## src/rtl/pcm_slot_pkg.sv

```systemverilog
package pcm_slot_pkg;
  typedef enum logic [1:0] {
    ALIGN_NORMAL    = 2'b00,
    ALIGN_REVERSE   = 2'b01,
    ALIGN_DELAYED   = 2'b10,
    ALIGN_DELAYED_B = 2'b11
  } align_e;

  typedef struct packed {
    align_e align;
    logic   fmt2;
    logic   slot_b2;
    logic   linear;
  } frame_cfg_t;
endpackage

```

## src/rtl/pcm_line_sync.sv

```systemverilog
module pcm_line_sync #(
  parameter int LINES  = 3,
  parameter int STAGES = 2
) (
  input  logic             clk,
  input  logic             rst_n,
  input  logic [LINES-1:0] raw,
  output logic [LINES-1:0] q
);
  logic [LINES-1:0] chain [STAGES];

  genvar g;
  generate
    for (g = 0; g < STAGES; g++) begin : g_stage
      if (g == 0) begin : g_first
        always_ff @(posedge clk) begin
          if (!rst_n) chain[g] <= '0;
          else        chain[g] <= raw;
        end
      end else begin : g_next
        always_ff @(posedge clk) begin
          if (!rst_n) chain[g] <= '0;
          else        chain[g] <= chain[g-1];
        end
      end
    end
  endgenerate

  assign q = chain[STAGES-1];
endmodule

```

## src/rtl/pcm_frame_timer.sv

```systemverilog
module pcm_frame_timer
  import pcm_slot_pkg::*;
#(
  parameter int BYTE_W = 8,
  parameter int WORD_W = 16,
  parameter int GAP_W  = 2,
  parameter int POS_W  = 6
) (
  input  logic       clk,
  input  logic       rst_n,
  input  frame_cfg_t cfg,
  input  logic       bclk_lvl,
  input  logic       fs_lvl,
  output logic       launch,
  output logic       launch_in_slot,
  output logic       launch_first,
  output logic       rx_take,
  output logic       rx_last
);
  logic             bclk_prev, fs_prev, armed, active;
  logic [POS_W-1:0] pos, next_pos;
  logic [POS_W-1:0] w_len, s_off, s_end, f_last;
  logic             rise, fall, smp, det, det_start, start_now, cont;
  logic             reverse, delayed;

  assign rise = bclk_lvl & ~bclk_prev;
  assign fall = ~bclk_lvl & bclk_prev;

  assign reverse = (cfg.align == ALIGN_REVERSE);
  assign delayed = cfg.align[1];

  assign w_len  = cfg.linear ? POS_W'(WORD_W) : POS_W'(BYTE_W);
  assign s_off  = !cfg.slot_b2 ? '0 : (cfg.fmt2 ? w_len + POS_W'(GAP_W) : w_len);
  assign s_end  = s_off + w_len;
  assign f_last = w_len + w_len + POS_W'(GAP_W) - POS_W'(1);

  assign launch = reverse ? fall : rise;
  assign smp    = reverse ? rise : fall;
  assign det    = (cfg.align == ALIGN_NORMAL) ? rise : fall;

  assign det_start = det & fs_lvl & ~fs_prev;
  assign start_now = delayed ? (launch & armed) : det_start;
  assign cont      = active && (pos != f_last);
  assign next_pos  = start_now ? '0 : pos + POS_W'(1);

  assign launch_in_slot = launch && (start_now || cont) &&
                          (next_pos >= s_off) && (next_pos < s_end);
  assign launch_first   = (next_pos == s_off);

  assign rx_take = smp && active && (pos >= s_off) && (pos < s_end);
  assign rx_last = (pos == s_end - POS_W'(1));

  always_ff @(posedge clk) begin
    if (!rst_n) begin
      bclk_prev <= 1'b0;
      fs_prev   <= 1'b0;
      armed     <= 1'b0;
      active    <= 1'b0;
      pos       <= '0;
    end else begin
      bclk_prev <= bclk_lvl;
      if (det) fs_prev <= fs_lvl;

      if (!delayed)                 armed <= 1'b0;
      else if (det_start)           armed <= 1'b1;
      else if (launch && armed)     armed <= 1'b0;

      if (launch) begin
        if (start_now) begin
          pos    <= '0;
          active <= 1'b1;
        end else if (cont) begin
          pos <= next_pos;
        end else begin
          active <= 1'b0;
        end
      end
    end
  end
endmodule

```

## src/rtl/pcm_tx_lane.sv

```systemverilog
module pcm_tx_lane #(
  parameter int BYTE_W = 8,
  parameter int WORD_W = 16,
  parameter int ZERO_W = 2
) (
  input  logic              clk,
  input  logic              rst_n,
  input  logic              en,
  input  logic              linear,
  input  logic              ovr_en,
  input  logic              launch,
  input  logic              in_slot,
  input  logic              first,
  input  logic              s_valid,
  output logic              s_ready,
  input  logic [WORD_W-1:0] s_data,
  input  logic              ctl_wr,
  input  logic [BYTE_W-1:0] ctl_byte,
  output logic              tx_bit,
  output logic              tx_oe
);
  localparam logic [WORD_W-1:0] LSB_MASK = WORD_W'((1 << ZERO_W) - 1);

  logic              hold_v, pend;
  logic [WORD_W-1:0] hold_d, sh, load_word;
  logic [BYTE_W-1:0] ctl_q, comp_byte;
  logic              load, use_ovr, consume;

  assign s_ready   = ~hold_v;
  assign load      = en && launch && in_slot && first;
  assign use_ovr   = ~linear & ovr_en & pend;
  assign comp_byte = use_ovr ? ctl_q : (hold_v ? hold_d[BYTE_W-1:0] : '0);
  assign load_word = linear ? (hold_v ? (hold_d & ~LSB_MASK) : '0)
                            : {comp_byte, {(WORD_W-BYTE_W){1'b0}}};
  assign consume   = load && !use_ovr && hold_v;

  always_ff @(posedge clk) begin
    if (!rst_n) begin
      hold_v <= 1'b0;
      hold_d <= '0;
    end else if (consume) begin
      hold_v <= 1'b0;
    end else if (s_valid && !hold_v) begin
      hold_v <= 1'b1;
      hold_d <= s_data;
    end
  end

  always_ff @(posedge clk) begin
    if (!rst_n) begin
      pend  <= 1'b0;
      ctl_q <= '0;
    end else if (ctl_wr) begin
      pend  <= 1'b1;
      ctl_q <= ctl_byte;
    end else if (load && use_ovr) begin
      pend <= 1'b0;
    end
  end

  always_ff @(posedge clk) begin
    if (!rst_n) begin
      tx_oe  <= 1'b0;
      tx_bit <= 1'b0;
      sh     <= '0;
    end else if (!en) begin
      tx_oe <= 1'b0;
    end else if (launch) begin
      tx_oe <= in_slot;
      if (in_slot) begin
        if (first) begin
          tx_bit <= load_word[WORD_W-1];
          sh     <= {load_word[WORD_W-2:0], 1'b0};
        end else begin
          tx_bit <= sh[WORD_W-1];
          sh     <= {sh[WORD_W-2:0], 1'b0};
        end
      end else begin
        tx_bit <= 1'b0;
      end
    end
  end
endmodule

```

## src/rtl/pcm_rx_lane.sv

```systemverilog
module pcm_rx_lane #(
  parameter int BYTE_W = 8,
  parameter int WORD_W = 16,
  parameter int ZERO_W = 2
) (
  input  logic              clk,
  input  logic              rst_n,
  input  logic              en,
  input  logic              linear,
  input  logic              ovr_en,
  input  logic              take,
  input  logic              last,
  input  logic              rx_lvl,
  input  logic [BYTE_W-1:0] inj_byte,
  output logic              m_valid,
  input  logic              m_ready,
  output logic [WORD_W-1:0] m_data,
  output logic [BYTE_W-1:0] cap_byte
);
  localparam logic [WORD_W-1:0] LSB_MASK = WORD_W'((1 << ZERO_W) - 1);

  logic [WORD_W-1:0] sh, sh_next, line_word, out_word;
  logic              shift, done;

  assign shift     = en && take;
  assign done      = shift && last;
  assign sh_next   = {sh[WORD_W-2:0], rx_lvl};
  assign line_word = linear ? (sh_next & ~LSB_MASK)
                            : {{(WORD_W-BYTE_W){1'b0}}, sh_next[BYTE_W-1:0]};
  assign out_word  = (!linear && ovr_en) ? {{(WORD_W-BYTE_W){1'b0}}, inj_byte}
                                         : line_word;

  always_ff @(posedge clk) begin
    if (!rst_n) begin
      sh       <= '0;
      cap_byte <= '0;
    end else if (shift) begin
      sh <= sh_next;
      if (last && !linear) cap_byte <= sh_next[BYTE_W-1:0];
    end
  end

  always_ff @(posedge clk) begin
    if (!rst_n) begin
      m_valid <= 1'b0;
      m_data  <= '0;
    end else if (done && (!m_valid || m_ready)) begin
      m_valid <= 1'b1;
      m_data  <= out_word;
    end else if (m_valid && m_ready) begin
      m_valid <= 1'b0;
    end
  end
endmodule

```

## src/rtl/pcm_slot_if.sv

```systemverilog
module pcm_slot_if
  import pcm_slot_pkg::*;
#(
  parameter int BYTE_W      = 8,
  parameter int WORD_W      = 16,
  parameter int GAP_W       = 2,
  parameter int ZERO_W      = 2,
  parameter int SYNC_STAGES = 2
) (
  input  logic              clk,
  input  logic              rst_n,
  input  logic              bclk,
  input  logic              fsync,
  input  logic              rx_line,
  output logic              tx_line,
  output logic              tx_oe,
  input  logic [1:0]        align_mode,
  input  logic              fmt2_sel,
  input  logic              slot_b2_sel,
  input  logic              linear_sel,
  input  logic              enable,
  input  logic              tx_ovr_en,
  input  logic              rx_ovr_en,
  input  logic              tx_ctl_wr,
  input  logic [BYTE_W-1:0] tx_ctl_byte,
  input  logic [BYTE_W-1:0] rx_inj_byte,
  input  logic              s_tx_valid,
  output logic              s_tx_ready,
  input  logic [WORD_W-1:0] s_tx_data,
  output logic              m_rx_valid,
  input  logic              m_rx_ready,
  output logic [WORD_W-1:0] m_rx_data,
  output logic [BYTE_W-1:0] rx_cap_byte
);
  localparam int POS_W = $clog2(2 * WORD_W + GAP_W + 1);

  frame_cfg_t cfg;
  logic [2:0] line_q;
  logic       launch_evt, in_slot, slot_first, rx_take, rx_last;

  assign cfg.align   = align_e'(align_mode);
  assign cfg.fmt2    = fmt2_sel;
  assign cfg.slot_b2 = slot_b2_sel;
  assign cfg.linear  = linear_sel;

  pcm_line_sync #(.LINES(3), .STAGES(SYNC_STAGES)) u_sync (
    .clk(clk), .rst_n(rst_n), .raw({rx_line, fsync, bclk}), .q(line_q)
  );

  pcm_frame_timer #(.BYTE_W(BYTE_W), .WORD_W(WORD_W), .GAP_W(GAP_W), .POS_W(POS_W)) u_timer (
    .clk(clk), .rst_n(rst_n), .cfg(cfg),
    .bclk_lvl(line_q[0]), .fs_lvl(line_q[1]),
    .launch(launch_evt), .launch_in_slot(in_slot), .launch_first(slot_first),
    .rx_take(rx_take), .rx_last(rx_last)
  );

  pcm_tx_lane #(.BYTE_W(BYTE_W), .WORD_W(WORD_W), .ZERO_W(ZERO_W)) u_tx (
    .clk(clk), .rst_n(rst_n), .en(enable), .linear(linear_sel), .ovr_en(tx_ovr_en),
    .launch(launch_evt), .in_slot(in_slot), .first(slot_first),
    .s_valid(s_tx_valid), .s_ready(s_tx_ready), .s_data(s_tx_data),
    .ctl_wr(tx_ctl_wr), .ctl_byte(tx_ctl_byte),
    .tx_bit(tx_line), .tx_oe(tx_oe)
  );

  pcm_rx_lane #(.BYTE_W(BYTE_W), .WORD_W(WORD_W), .ZERO_W(ZERO_W)) u_rx (
    .clk(clk), .rst_n(rst_n), .en(enable), .linear(linear_sel), .ovr_en(rx_ovr_en),
    .take(rx_take), .last(rx_last), .rx_lvl(line_q[2]), .inj_byte(rx_inj_byte),
    .m_valid(m_rx_valid), .m_ready(m_rx_ready), .m_data(m_rx_data),
    .cap_byte(rx_cap_byte)
  );
endmodule

```

## config.mk

```make
export PLATFORM = sky130hd
export DESIGN_NAME = pcm_slot_if
export DESIGN_NICKNAME = d
export VERILOG_FILES = /design/src/rtl/pcm_slot_pkg.sv /design/src/rtl/pcm_line_sync.sv /design/src/rtl/pcm_frame_timer.sv /design/src/rtl/pcm_tx_lane.sv /design/src/rtl/pcm_rx_lane.sv /design/src/rtl/pcm_slot_if.sv
export SDC_FILE = /design/constraint.sdc
export NUM_CORES = 1
export LEC_CHECK = 0
export BUFFER_PORTS_ARGS = -buffer_cell sky130_fd_sc_hd__buf_2
export CORE_ASPECT_RATIO = 2
export CORE_UTILIZATION = 30
export DETAILED_ROUTE_END_ITERATION = 10
export PLACE_DENSITY = 0.46
export RECOVER_POWER = 100
export SETUP_SLACK_MARGIN = 0.1
export SLEW_MARGIN = 20
export SYNTH_ARGS = -nofsm -noshare
export SYNTH_HDL_FRONTEND = slang
export SYNTH_HIERARCHICAL = 1
export SYNTH_SLANG_ARGS = --single-unit
```

## constraint.sdc

```tcl
create_clock -name clk -period 3.5 [get_ports clk]
set_clock_uncertainty 0.05 [all_clocks]
set_input_delay 0 -clock clk [delete_from_list [all_inputs] [get_ports clk]]
set_output_delay 0 -clock clk [all_outputs]
set_load 0.01 [all_outputs]
```

### After elaboration in Yosys (flattened, before gate mapping)

Memories as Yosys holds them, arrays and structs flattened.
Index checks and enable logic that the tools add are counted.

| word-level totals | value |
|---|---|
| flip-flop bits (word level) | 94 |
| RAM bits | 6 |
| input port bits | 48 |
| output and inout bits | 28 |
| memories | 1 |

| cells by class | value |
|---|---|
| add/sub/neg operators | 7 |
| magnitude comparators | 4 |
| equal/unequal tests | 5 |
| multiplexer cells | 31 |
| bitwise logic cells | 16 |
| reductions and logical operators | 41 |

Memories:

| name | words | width | rd ports | clocked after memory_dff | write ports | line | RTL |
|---|---|---|---|---|---|---|---|
| u_sync.chain | 2 | 3 | 2 | 0 | 2 | pcm_line_sync.sv:10 | `logic [LINES-1:0] chain [STAGES];` |

Operators by type and width:

| kind | number |
|---|---|
| $mux 16 | 5 |
| $mux 6 | 5 |
| $logic_and 1x1->1 | 21 |
| $mux 1 | 16 |
| $mux 8 | 2 |
| $reduce_and 2->1 | 7 |
| $add 6x2->6 const B | 2 |
| $add 6x6->6 | 2 |
| $eq 6x6->1 | 2 |
| $ge 6x6->1 | 2 |
| $lt 6x6->1 | 2 |
| $sub 6x1->6 const B | 2 |
| $reduce_bool 2->1 | 4 |
| $and 1x1->1 | 7 |
| $not 1->1 | 7 |
| $add 6x1->6 const B | 1 |
| $mux 3 | 2 |
| $ne 6x6->1 | 1 |
| $mux 5 | 1 |
| $logic_not 1->1 | 4 |
| $reduce_and 3->1 | 1 |
| $eq 2x1->1 const B | 1 |
| $logic_not 2->1 | 1 |
| $logic_or 1x1->1 | 2 |
| 3 further kinds | 4 |

### Longest topological paths before layout

Gate-level depths: netlist of run 1.
An unclocked memory read counts as a cell.

| depth | value |
|---|---|
| word-level depth | 17 |
| gate-level depth with buffers | 15 |
| gate-level depth less buffers | 13 |

### Hierarchy

Netlist of run 1, hierarchy kept.

By module, submodules not included:

| module | times used | cells each | area an instance (um2) |
|---|---|---|---|
| pcm_tx_lane | 1 | 220 | 1916.8 |
| pcm_rx_lane | 1 | 184 | 1672.9 |
| pcm_frame_timer | 1 | 137 | 1118.6 |
| pcm_line_sync | 1 | 12 | 157.7 |

### Worst setup path before layout of run 1

OpenSTA, ideal clock, no wires.

| timing | value |
|---|---|
| kind | register to register |
| start | register u_timer.bclk_prev |
| end | register u_tx.sh[15] |
| arrival time | 2.908 ns |
| setup slack | 0.425 ns |
| cell stages (with the launch flop) | 16 |
| path buffers | 2 |
| cells stage by stage | dfxtp_1 > or3b_1 > a211oi_2 > or2_1 > buf_6 > nor2_1 > ha_1 > a21o_1 > a21oi_1 > o221ai_2 > a31oi_1 > nand3_2 > buf_6 > or3_1 > o211ai_2 > a21oi_2 |

| on the way | value |
|---|---|
| word-level cells in the longest chain between the ends | 11 |
| elaborated cells between the ends (all ways) | 19 |
| classes of those cells | 2 x order compare; 1 x eq/ne; 5 x mux; 6 x bitwise; 5 x reduce/logical |

RTL lines:

| item | line | RTL |
|---|---|---|
| from (decl) | pcm_frame_timer.sv:20 | `logic bclk_prev, fs_prev, armed, active;` |
| from (signal assigned) | pcm_frame_timer.sv:61 | `bclk_prev <= bclk_lvl;` |
| $not 1->1 | pcm_frame_timer.sv:26 | `assign rise = bclk_lvl & ~bclk_prev;` |
| $and 1x1->1 | pcm_frame_timer.sv:26 |  |
| $mux 1 | pcm_frame_timer.sv:39 | `assign det = (cfg.align == ALIGN_NORMAL) ? rise : fall;` |
| $and 1x1->1 (2 in series) | pcm_frame_timer.sv:41 | `assign det_start = det & fs_lvl & ~fs_prev;` |
| $mux 1 | pcm_frame_timer.sv:42 | `assign start_now = delayed ? (launch & armed) : det_start;` |
| $mux 6 or $logic_or 1x1->1 (tied branches) | pcm_frame_timer.sv:44, pcm_frame_timer.sv:46 |  |
| $ge 6x6->1 or $logic_and 1x1->1 (tied branches) | pcm_frame_timer.sv:47, pcm_frame_timer.sv:46 |  |
| $logic_and 1x1->1 | pcm_frame_timer.sv:46 | `assign launch_in_slot = launch && (start_now \|\| cont) &&` |
| $logic_and 1x1->1 * | pcm_frame_timer.sv:47 | `(next_pos >= s_off) && (next_pos < s_end);` |
| named net in_slot | pcm_slot_if.sv:39 | `logic launch_evt, in_slot, slot_first, rx_take, rx_last;` |
| $reduce_and 3->1 (no line) * | - |  |
| to (signal assigned) | pcm_tx_lane.sv:73 | `sh <= {load_word[WORD_W-2:0], 1'b0};` |
| to (signal assigned) | pcm_tx_lane.sv:76 | `sh <= {sh[WORD_W-2:0], 1'b0};` |
| to (decl) | pcm_tx_lane.sv:25 | `logic [WORD_W-1:0] hold_d, sh, load_word;` |

Mark *: on every way through the listed nets, which the timed path passes. The rest lies on a longest branch.
A chain may end at the register's enable or synchronous reset.

==> impl_metrics.toml, run 1 <==
[cells_and_area]
drive_above_1_share_pct = 14.93
nets = 725
area_delta_synth_final_pct = 25.15
nFillCells = 1652
diodes = 0

[timing]
fmax_mhz = 308.7
setup_viol = 0
period_minus_slack_ns = 3.239
hold_ws_ns = 0.03091
slew-limit-headroom_pct = -54.28
tns_ns = 0
maxSlewViolCount = 102
tightest_slew_ns = 2.314
hold_viol = 0
fin_crit_sh_pct = 92.54
rsz0062_at_grt = "false"

[cts]
cts.sinks = 97
numCtsBuffers = 9
h-tree-depth = 3
clk_path_buf_depth = 2
clkTransAtPathRegs_ns = 0.07
cts_root_buffer = "clkbuf_16"
cts_tree = "yes"
insertion_delay_ns = 0.35

[placed_design]
gp_congestion = 0.7971
portBuffers = 75
dp_hpwl_um = 9438

[route]
via_per_inst = 4.773
drc = 0
wl_um = 12670
vias = 4124
wire_per_inst_um = 14.66
drt_iter0_drc = 107
ant_nets = 0
firstDrtPassIters = 4

[pwr]
peakVddDrop_v = 0.0002667
cellPowerDensity_mw_per_mm2 = 399.9
p_leak_nw = 2.256
power_w = 0.002436

[floorplanning]
initial_core_util_pct = 30.84
dieArea_sq_mm = 0.01676
rows = 65
coreArea_sq_mm = 0.01578
fp.dieW_um = 92.06
pin_count = 76
die_y_um = 182.1

[synth]
synth_area_per_cell_sq_um = 8.799
ys_dominant_reg_cell = "dfxtp_1"
syn_area_sq_mm = 0.004866
synthArstFlopShare_pct = 0
syn_nets = 620
yosys_warnings = 6
synth-edff-count = 0
synth-seq-cells = 97
synthCells = 553
synth-seq-area-share_pct = 39.91
yosysUniqueCellTypes = 61

[setup_path]
cp-end-kind = "flip-flop"
critPathLaunchType = "flip-flop"
cp_cell_sequence = "or3b_1 -> a211oi_2 -> or2_4 -> nor2_1 -> ha_1 -> a21o_1 -> a21oi_1 -> o221ai_2 -> a31oi_4 -> and3_4 -> nand2_1 -> a21oi_1 -> a21oi_2"
max_stage_delay_ns = 0.38
cp_data_arrival_time_ns = 3.42
cp_slowest_cell = "dfxtp_1"
setup.worst_path.class = "reg2reg"
path_common_cell = "a21oi_1"
required_ns = 3.68
worst-path-max-fanout = 8

[global_route]
grt_util_met3_pct = 2.042
grt_pass1_vias = 4144
grt_max_degree = 59
use_met1_pct = 15.44
grt-busiest-layer = "met2"
grtUsageMet2_pct = 31.40
grt-ovfl-total = 0
grt_usage_pct = 15.58
grt_antenna_before_repair = 0
grt_pass1_wl_um = 20620

[min_path]
hold_class = "in2reg"

[status]
violations = "max-capacitance violations, max-slew violations"
status = "finished with violations"

[run]
drv_cap = 2
[synth_stat cells, drive strengths merged, types with 2 or more instances]
cell type  number  area share (%)
nor2b          20             2.6
nor3b           7             1.1
a21boi         42             6.6
nand3          26             3.1
nand2         106             8.3
or3            11             1.4
buf            22             3.2
xor2            6             1.1
a211oi          2            0.41
and3            5            0.64
mux2i          25             5.4
nand3b          2            0.31
xnor2           5            0.90
nor2           21             2.0
nand2b          6            0.77
clkbuf         12            0.95
inv            14             1.1
mux2            3            0.69
a21oi          22             2.6
and2           12             1.6
dfxtp          97              40
o2111ai         2            0.36
o211ai         14             2.6
nand4           6            0.77
a311oi          5            0.90
o21ai          16             1.6
a21o            8             1.2
ha             19             4.9
and4b           2            0.41
[where the power goes]
group	switching, W	internal, W	total [W]
registers	0.0000168	0.00112	0.00114
logic	0.0000980	0.0000998	0.000198
clock network	0.000456	0.000640	0.00110
total	0.000571	0.00186	0.00244
[layout make-up]
| cell class | count | area, sq um | area share, % |
|---|---|---|---|
| clock inverters | 7 | 106.4 | 1.746 |
| multi-input cells | 408 | 2695 | 44.26 |
| repair buffers | 128 | 817.0 | 13.42 |
| clock buffers | 9 | 225.2 | 3.698 |
| inverters | 14 | 52.55 | 0.8630 |
| well taps | 201 | 251.5 | 4.130 |
| flip-flops and latches | 97 | 1942 | 31.89 |
[cells in the final DEF, fill, tap and decap left out, drive strengths merged, types with 2 or more instances in the layout]
master	count
a211oi	2
a21boi	42
a21o	8
a21oi	22
a311oi	5
and2	12
and3	5
and4b	2
buf	55
bufinv	2
clkbuf	43
dfxtp	97
dlygate4sd3	39
ha	19
inv	18
mux2	3
mux2i	25
nand2	106
nand2b	6
nand3	26
nand3b	2
nand4	6
nor2	21
nor2b	20
nor3b	7
o2111ai	2
o211ai	14
o21ai	16
or3	11
xnor2	5
xor2	6
[state kept, by name, summed over array words and instances (netlist names), 6 cells and up]
name,flops
u_rx/cap_byte,8
u_sync/chain,6
u_rx/m_data,16
u_timer/pos,6
u_tx/ctl_q,8
u_rx/sh,15
u_tx/sh,13
u_tx/hold_d,16
[worst max-delay path, delay by kind of cell, from the launching register on]
| kind | cells | cell delay, ns |
|---|---|---|
| adders and majority gates | 1 | 0.32 |
| and+or+nand+nor | 5 | 1.06 |
| DFF | 1 | 0.38 |
| AOI/OAI and AO/OA | 7 | 1.33 |
[worst paths after layout]
check | from | endpoint | slack [ns] | cells after the start
max | u_sync/chain[1][0]$_SDFF_PN0_ | u_tx/sh[15]$_SDFFE_PN0P_ | 0.26 | 13
min | rx_inj_byte[0] | u_rx/m_data[0]$_SDFFE_PN0P_ | 0.03 | 4
max reg2reg | u_sync/chain[1][0]$_SDFF_PN0_ | u_tx/sh[15]$_SDFFE_PN0P_ | 0.26 | 13
min reg2reg | u_sync/chain[0][1]$_SDFF_PN0_ | u_sync/chain[1][1]$_SDFF_PN0_ | 0.38 | 1
[cell families after synthesis]
logic type | Yosys count | share of synthesized area (%)
AO/OA/AOI/OAI | 121 | 18.13
buffers and inverters | 48 | 5.245
adder cells (fa/ha/maj) | 19 | 4.886
multiplexers | 28 | 6.094
XOR/XNOR | 11 | 1.980
AND/OR/NAND/NOR | 229 | 23.76
flip-flops | 97 | 39.91
[through the flow]
stage | worst slack (ns) | instances | utilization, % | instance area (sq um)
floorplan | 0.4248 | 553 | - | 4866
global placement | 0.1396 | 807 | 34.10 | 5380
detailed placement | 0.06200 | 807 | 34.10 | 5380
CTS | 0.1053 | 864 | 38.77 | 6117
global route | 0.05408 | 864 | 38.60 | 6090
finish | 0.2610 | 864 | 38.60 | 6090
[layer usage]
layer	wire length (um)	part of all wire, %	up-vias
li1	-	-	2118
met1	4873	38	1906
met2	7115	56	84
met3	372	2.9	16
met4	303	2.4	0
met5	0	0	-
[timing repair]
| action | in CTS | in global routing |
|---|---|---|
| hold buffers | 39 | 0 |
| setup buffers | 2 | 0 |
| gates resized for setup | 0 | 5 |
| endpoints found under the hold margin | 40 | 0 |
| pin swaps | 1 | 0 |
| endpoints found under the setup margin | 7 | 16 |
No activity file was read; power rests on OpenSTA's default activity.
==> inputs of run 2 (changes only) <==
==> constraint.sdc (replaced) <==
create_clock -name clk -period 3.5 [get_ports clk]
set_clock_uncertainty 0.05 [all_clocks]
set_input_delay 0.35 -clock clk [delete_from_list [all_inputs] [get_ports clk]]
set_output_delay 0.35 -clock clk [all_outputs]
set_load 0.01 [all_outputs]
==> impl_metrics.toml, run 2 (same netlist as run 1, synthesis figures left out) <==
[setup_path]
worst-path-max-fanout = 9
setup.worst_path.class = "reg2reg"
cp_data_arrival_time_ns = 3.35
cp-end-kind = "flip-flop"
required_ns = 3.68
critPathLaunchType = "flip-flop"

[placed_design]
dp_hpwl_um = 9373
portBuffers = 75
gp_congestion = 0.8208
place_area_sq_mm = 0.005380

[timing]
hold_viol = 0
setup_viol = 0
fmax_mhz = 315.3
slew-limit-headroom_pct = -11.38
fin_crit_sh_pct = 90.61
maxSlewViolCount = 93
rsz0062_at_grt = "false"
tightest_slew_ns = 1.671
tns_ns = 0
period_minus_slack_ns = 3.171

[route]
drc = 0
ant_nets = 0
wl_um = 12510
firstDrtPassIters = 4
wire_per_inst_um = 15.20
drt_iter0_drc = 91
via_per_inst = 4.870
vias = 4008

[pwr]
cellPowerDensity_mw_per_mm2 = 404.7
power_w = 0.002262
peakVddDrop_v = 0.0001920
p_leak_nw = 2.059

[global_route]
grt_usage_pct = 15.26
grt-busiest-layer = "met2"
grt_max_degree = 93
grt_pass1_wl_um = 19930
use_met1_pct = 15.00
grt_util_met3_pct = 2.208
grt-ovfl-total = 0
grt_antenna_before_repair = 0
grtUsageMet2_pct = 30.09
grt_pass1_vias = 4080

[cts]
cts.sinks = 97
clk_path_buf_depth = 2
h-tree-depth = 3
numCtsBuffers = 9
cts_tree = "yes"
post_cts_buffers = 0
clkTransAtPathRegs_ns = 0.07
insertion_delay_ns = 0.35
cts_root_buffer = "clkbuf_16"

[cells_and_area]
diodes = 0
drive_above_1_share_pct = 14.95
nFillCells = 1707
layout_common_cells = "nand2_1 (104), dfxtp_1 (97), buf_2 (45)"
layout_commonest_cell = "nand2_1"
final_cell_area_sq_mm = 0.005590
reg_top3 = "u_rx/m_data x16, u_tx/hold_d x16, u_rx/sh x15"
area_delta_synth_final_pct = 14.89
nets = 684

[floorplanning]
coreArea_sq_mm = 0.01578
fp.dieW_um = 92.06
initial_core_util_pct = 30.84
die_y_um = 182.1
pin_count = 76
rows = 65
dieArea_sq_mm = 0.01676

[min_path]
hold_class = "in2reg"

[run]
drv_cap = 1

[status]
violations = "max-capacitance violations, max-slew violations"
status = "finished with violations"
==> run 2: what timing repair did <==
item                                    4_1_cts  5_1_grt
hold buffers                                  0        0
endpoints found under the setup margin        0       13
hold endpoints to repair                      0        0
resized for setup                             0        2
==> run 2: metal layers <==
| metal | up-vias | part of all wire (%) |
|---|---|---|
| li1 | 2042 | - |
| met1 | 1864 | 39 |
| met2 | 85 | 55 |
| met3 | 17 | 3.0 |
| met4 | 0 | 2.9 |
| met5 | - | 0 |
==> run 2: critical path, cell delays in order, from the launching register on <==
cell and delay (ns):
dfxtp_1 0.37, or3b_1 0.38, a211oi_2 0.26, or2_1 0.17, buf_4 0.16, nor2_1 0.07
ha_1 0.20, a21o_1 0.15, a21oi_1 0.17, o221ai_2 0.11, a31oi_2 0.22, nand3_2 0.20
or3_1 0.37, o211ai_1 0.14, a21oi_2 0.04
==> run 2: cell type report <==
| type | count | area [sq um] | area share [%] |
|---|---|---|---|
| inverters | 14 | 52.55 | 0.9400 |
| repair buffers | 87 | 411.6 | 7.363 |
| flip-flops and latches | 97 | 1942 | 34.74 |
| clock inverters | 6 | 52.55 | 0.9400 |
| well taps | 201 | 251.5 | 4.499 |
| clock buffers | 10 | 239.0 | 4.275 |
| multi-input cells | 408 | 2641 | 47.25 |
==> run 2: where the power goes <==
group	internal (W)	total, W	leakage (nW)	switching [W]
Sequential	0.00112	0.00114	0.787	0.0000164
Combinational	0.0000702	0.000161	1.13	0.0000910
Clock	0.000510	0.000960	0.137	0.000450
==> run 2: through the flow <==
stage | worst slack [ns] | instances | hold slack (ns) | utilization (%)
after global routing | 0.07550 | 823 | 0.1551 | 35.43
after detailed placement | 0.1496 | 807 | 0.3647 | 34.10
after global placement | 0.2129 | 807 | 0.3652 | 34.10
final | 0.3286 | 823 | 0.1591 | 35.43
after floorplan | 0.4143 | 553 | 0.3557 | -
after CTS | 0.2557 | 823 | 0.1418 | 35.95
==> run 2: path summary, 6_finish.rpt <==
| path | start | to | slack (ns) | depth (start not counted) |
|---|---|---|---|---|
| worst min register to register | u_sync/chain[0][1]$_SDFF_PN0_ | u_sync/chain[1][1]$_SDFF_PN0_ | 0.38 | 1 |
| worst min-delay path | bclk | u_sync/chain[0][0]$_SDFF_PN0_ | 0.16 | 2 |
| worst max register to register | u_sync/chain[1][0]$_SDFF_PN0_ | u_tx/sh[13]$_SDFFE_PN0P_ | 0.33 | 14 |
| worst max-delay path | u_sync/chain[1][0]$_SDFF_PN0_ | u_tx/sh[13]$_SDFFE_PN0P_ | 0.33 | 14 |
==> inputs of run 3 (changes only) <==
--- a/config.mk
+++ b/config.mk
@@ -7,6 +7,7 @@
 export LEC_CHECK = 0
 export BUFFER_PORTS_ARGS = -buffer_cell sky130_fd_sc_hd__buf_2
 export CORE_ASPECT_RATIO = 2
+export CORE_MARGIN = 2
 export CORE_UTILIZATION = 30
 export DETAILED_ROUTE_END_ITERATION = 10
 export PLACE_DENSITY = 0.46
==> impl_metrics.toml, run 3 (same netlist as run 1, synthesis figures left out) <==
[status]
status = "finished, final reports clean"

[timing]
tightest_slew_ns = 1.274
period_minus_slack_ns = 3.247
rsz0062_at_grt = "false"
fin_crit_sh_pct = 92.77
slew-limit-headroom_pct = 15.04
maxSlewViolCount = 0
setup_viol = 0
hold_viol = 0
fmax_mhz = 308.0

[floorplanning]
fp.dieW_um = 94.06
die_y_um = 184.1
coreArea_sq_mm = 0.01586
rows = 65
pin_count = 76
dieArea_sq_mm = 0.01732
initial_core_util_pct = 30.68

[min_path]
min_to = "u_sync/chain[0][0]$_SDFF_PN0_"
hold_class = "in2reg"
hold_start = "bclk"
min_path_cells = 2

[route]
drc = 0
wire_per_inst_um = 15.78
drt_iter0_drc = 149
vias = 4034
wl_um = 12970
firstDrtPassIters = 4
ant_nets = 0
via_per_inst = 4.908

[run]
drv_cap = 0

[cells_and_area]
finalNonFillerCells = 822
drive_above_1_share_pct = 14.81
layout_common_cells = "nand2_1 (104), dfxtp_1 (97), buf_2 (45)"
nets = 683
area_delta_synth_final_pct = 15.27
diodes = 0
final_util_pct = 35.37
nFillCells = 1723
final_cell_area_sq_mm = 0.005609
reg_top3 = "u_rx/m_data x16, u_tx/hold_d x16, u_rx/sh x15"
layout_commonest_cell = "nand2_1"

[cts]
h-tree-depth = 3
clk_path_buf_depth = 2
cts_tree = "yes"
numCtsBuffers = 9
cts.sinks = 97
insertion_delay_ns = 0.36
cts_root_buffer = "clkbuf_16"
clkTransAtPathRegs_ns = 0.08
cts_hold_buffers = 0

[global_route]
use_met1_pct = 15.81
grt_pass1_wl_um = 20890
grt_pass1_vias = 4169
grt_util_met3_pct = 2.330
grt-ovfl-total = 0
grtUsageMet2_pct = 29.89
grt_max_degree = 72
grt_usage_pct = 15.46
grt-busiest-layer = "met2"
grt_antenna_before_repair = 0

[pwr]
power_w = 0.002353
peakVddDrop_v = 0.0001987
p_leak_nw = 2.071
cellPowerDensity_mw_per_mm2 = 419.4

[setup_path]
worst-path-max-fanout = 10
cp-end-kind = "flip-flop"
reg2reg_depth = 13
timing.rr.end = "u_tx/sh[9]$_SDFFE_PN0P_"
cp_data_arrival_time_ns = 3.49
rrSetupSlack_ns = 0.25
critPathLaunchType = "flip-flop"
rr_startpoint = "u_sync/chain[1][0]$_SDFF_PN0_"
setup.worst_path.class = "reg2reg"
required_ns = 3.74

[placed_design]
portBuffers = 75
place_area_sq_mm = 0.005378
gp_congestion = 0.7808
dp_hpwl_um = 9736
dp_cells = 805
## run 3: report_power, final
part	switching (W)	total [W]	internal, W
clock network	0.000476	0.00105	0.000572
logic	0.0000930	0.000163	0.0000702
registers	0.0000174	0.00114	0.00112
total	0.000586	0.00235	0.00177
## run 3: how the worst max path moves through the flow
stage                             startpoint  slack [ns]                       end  depth (start not counted)
2_1_floorplan                  align_mode[0]        0.41  u_tx/sh[15]$_SDFFE_PN0P_                         15
3_3_place_gp                   align_mode[0]        0.12  u_tx/sh[10]$_SDFFE_PN0P_                         14
3_5_place_dp                   align_mode[0]       -0.02   u_tx/sh[7]$_SDFFE_PN0P_                         14
4_1_cts        u_sync/chain[1][0]$_SDFF_PN0_        0.13  u_tx/sh[14]$_SDFFE_PN0P_                         13
5_1_grt        u_sync/chain[1][0]$_SDFF_PN0_        0.07  u_tx/sh[12]$_SDFFE_PN0P_                         14
6_report       u_sync/chain[1][0]$_SDFF_PN0_        0.25   u_tx/sh[9]$_SDFFE_PN0P_                         13
## run 3: timing repair
item	CTS	global route
setup endpoints to repair	1	15
buffers inserted	1	0
gates resized for setup	0	4
pin swaps	1	1
hold endpoints to repair	0	0
## run 3: cell type report
cell class	count	area [sq um]	area share, %
Multi-Input combinational cell	408	2645	47.16
Sequential cell	97	1942	34.62
Timing Repair Buffer	86	406.6	7.250
Tap cell	201	251.5	4.484
Clock buffer	9	225.2	4.015
Clock inverter	7	86.33	1.539
Inverter	14	52.55	0.9369
## run 3: routing by layer
layer  up-vias  share of wire [%]
met5         -                  0
met4         0                2.6
met3        18                3.7
met2        90                 55
met1      1890                 38
li1       2036                  -
## run 3: worst max-delay path, stage by stage, from the launching register on
cell and delay [ns]:
dfxtp_1 0.37, or3b_1 0.41, a211oi_4 0.27, or2_4 0.18, nor2_1 0.06, ha_1 0.31, a21o_1 0.18, a21oi_1 0.17
o221ai_2 0.12, a31oi_2 0.22, and3_1 0.30, buf_4 0.24, o211ai_1 0.11, a21oi_1 0.20
## run 3: through the flow
step	setup TNS [ns]	setup WS (ns)	hold slack, ns
4_1_cts	0	0.1335	0.1465
6_report	0	0.2531	0.1537
5_1_grt	0	0.06612	0.1647
2_1_floorplan	0	0.4143	0.3557
3_3_place_gp	0	0.1231	0.3644
3_5_place_dp	-0.01865	-0.01865	0.3645
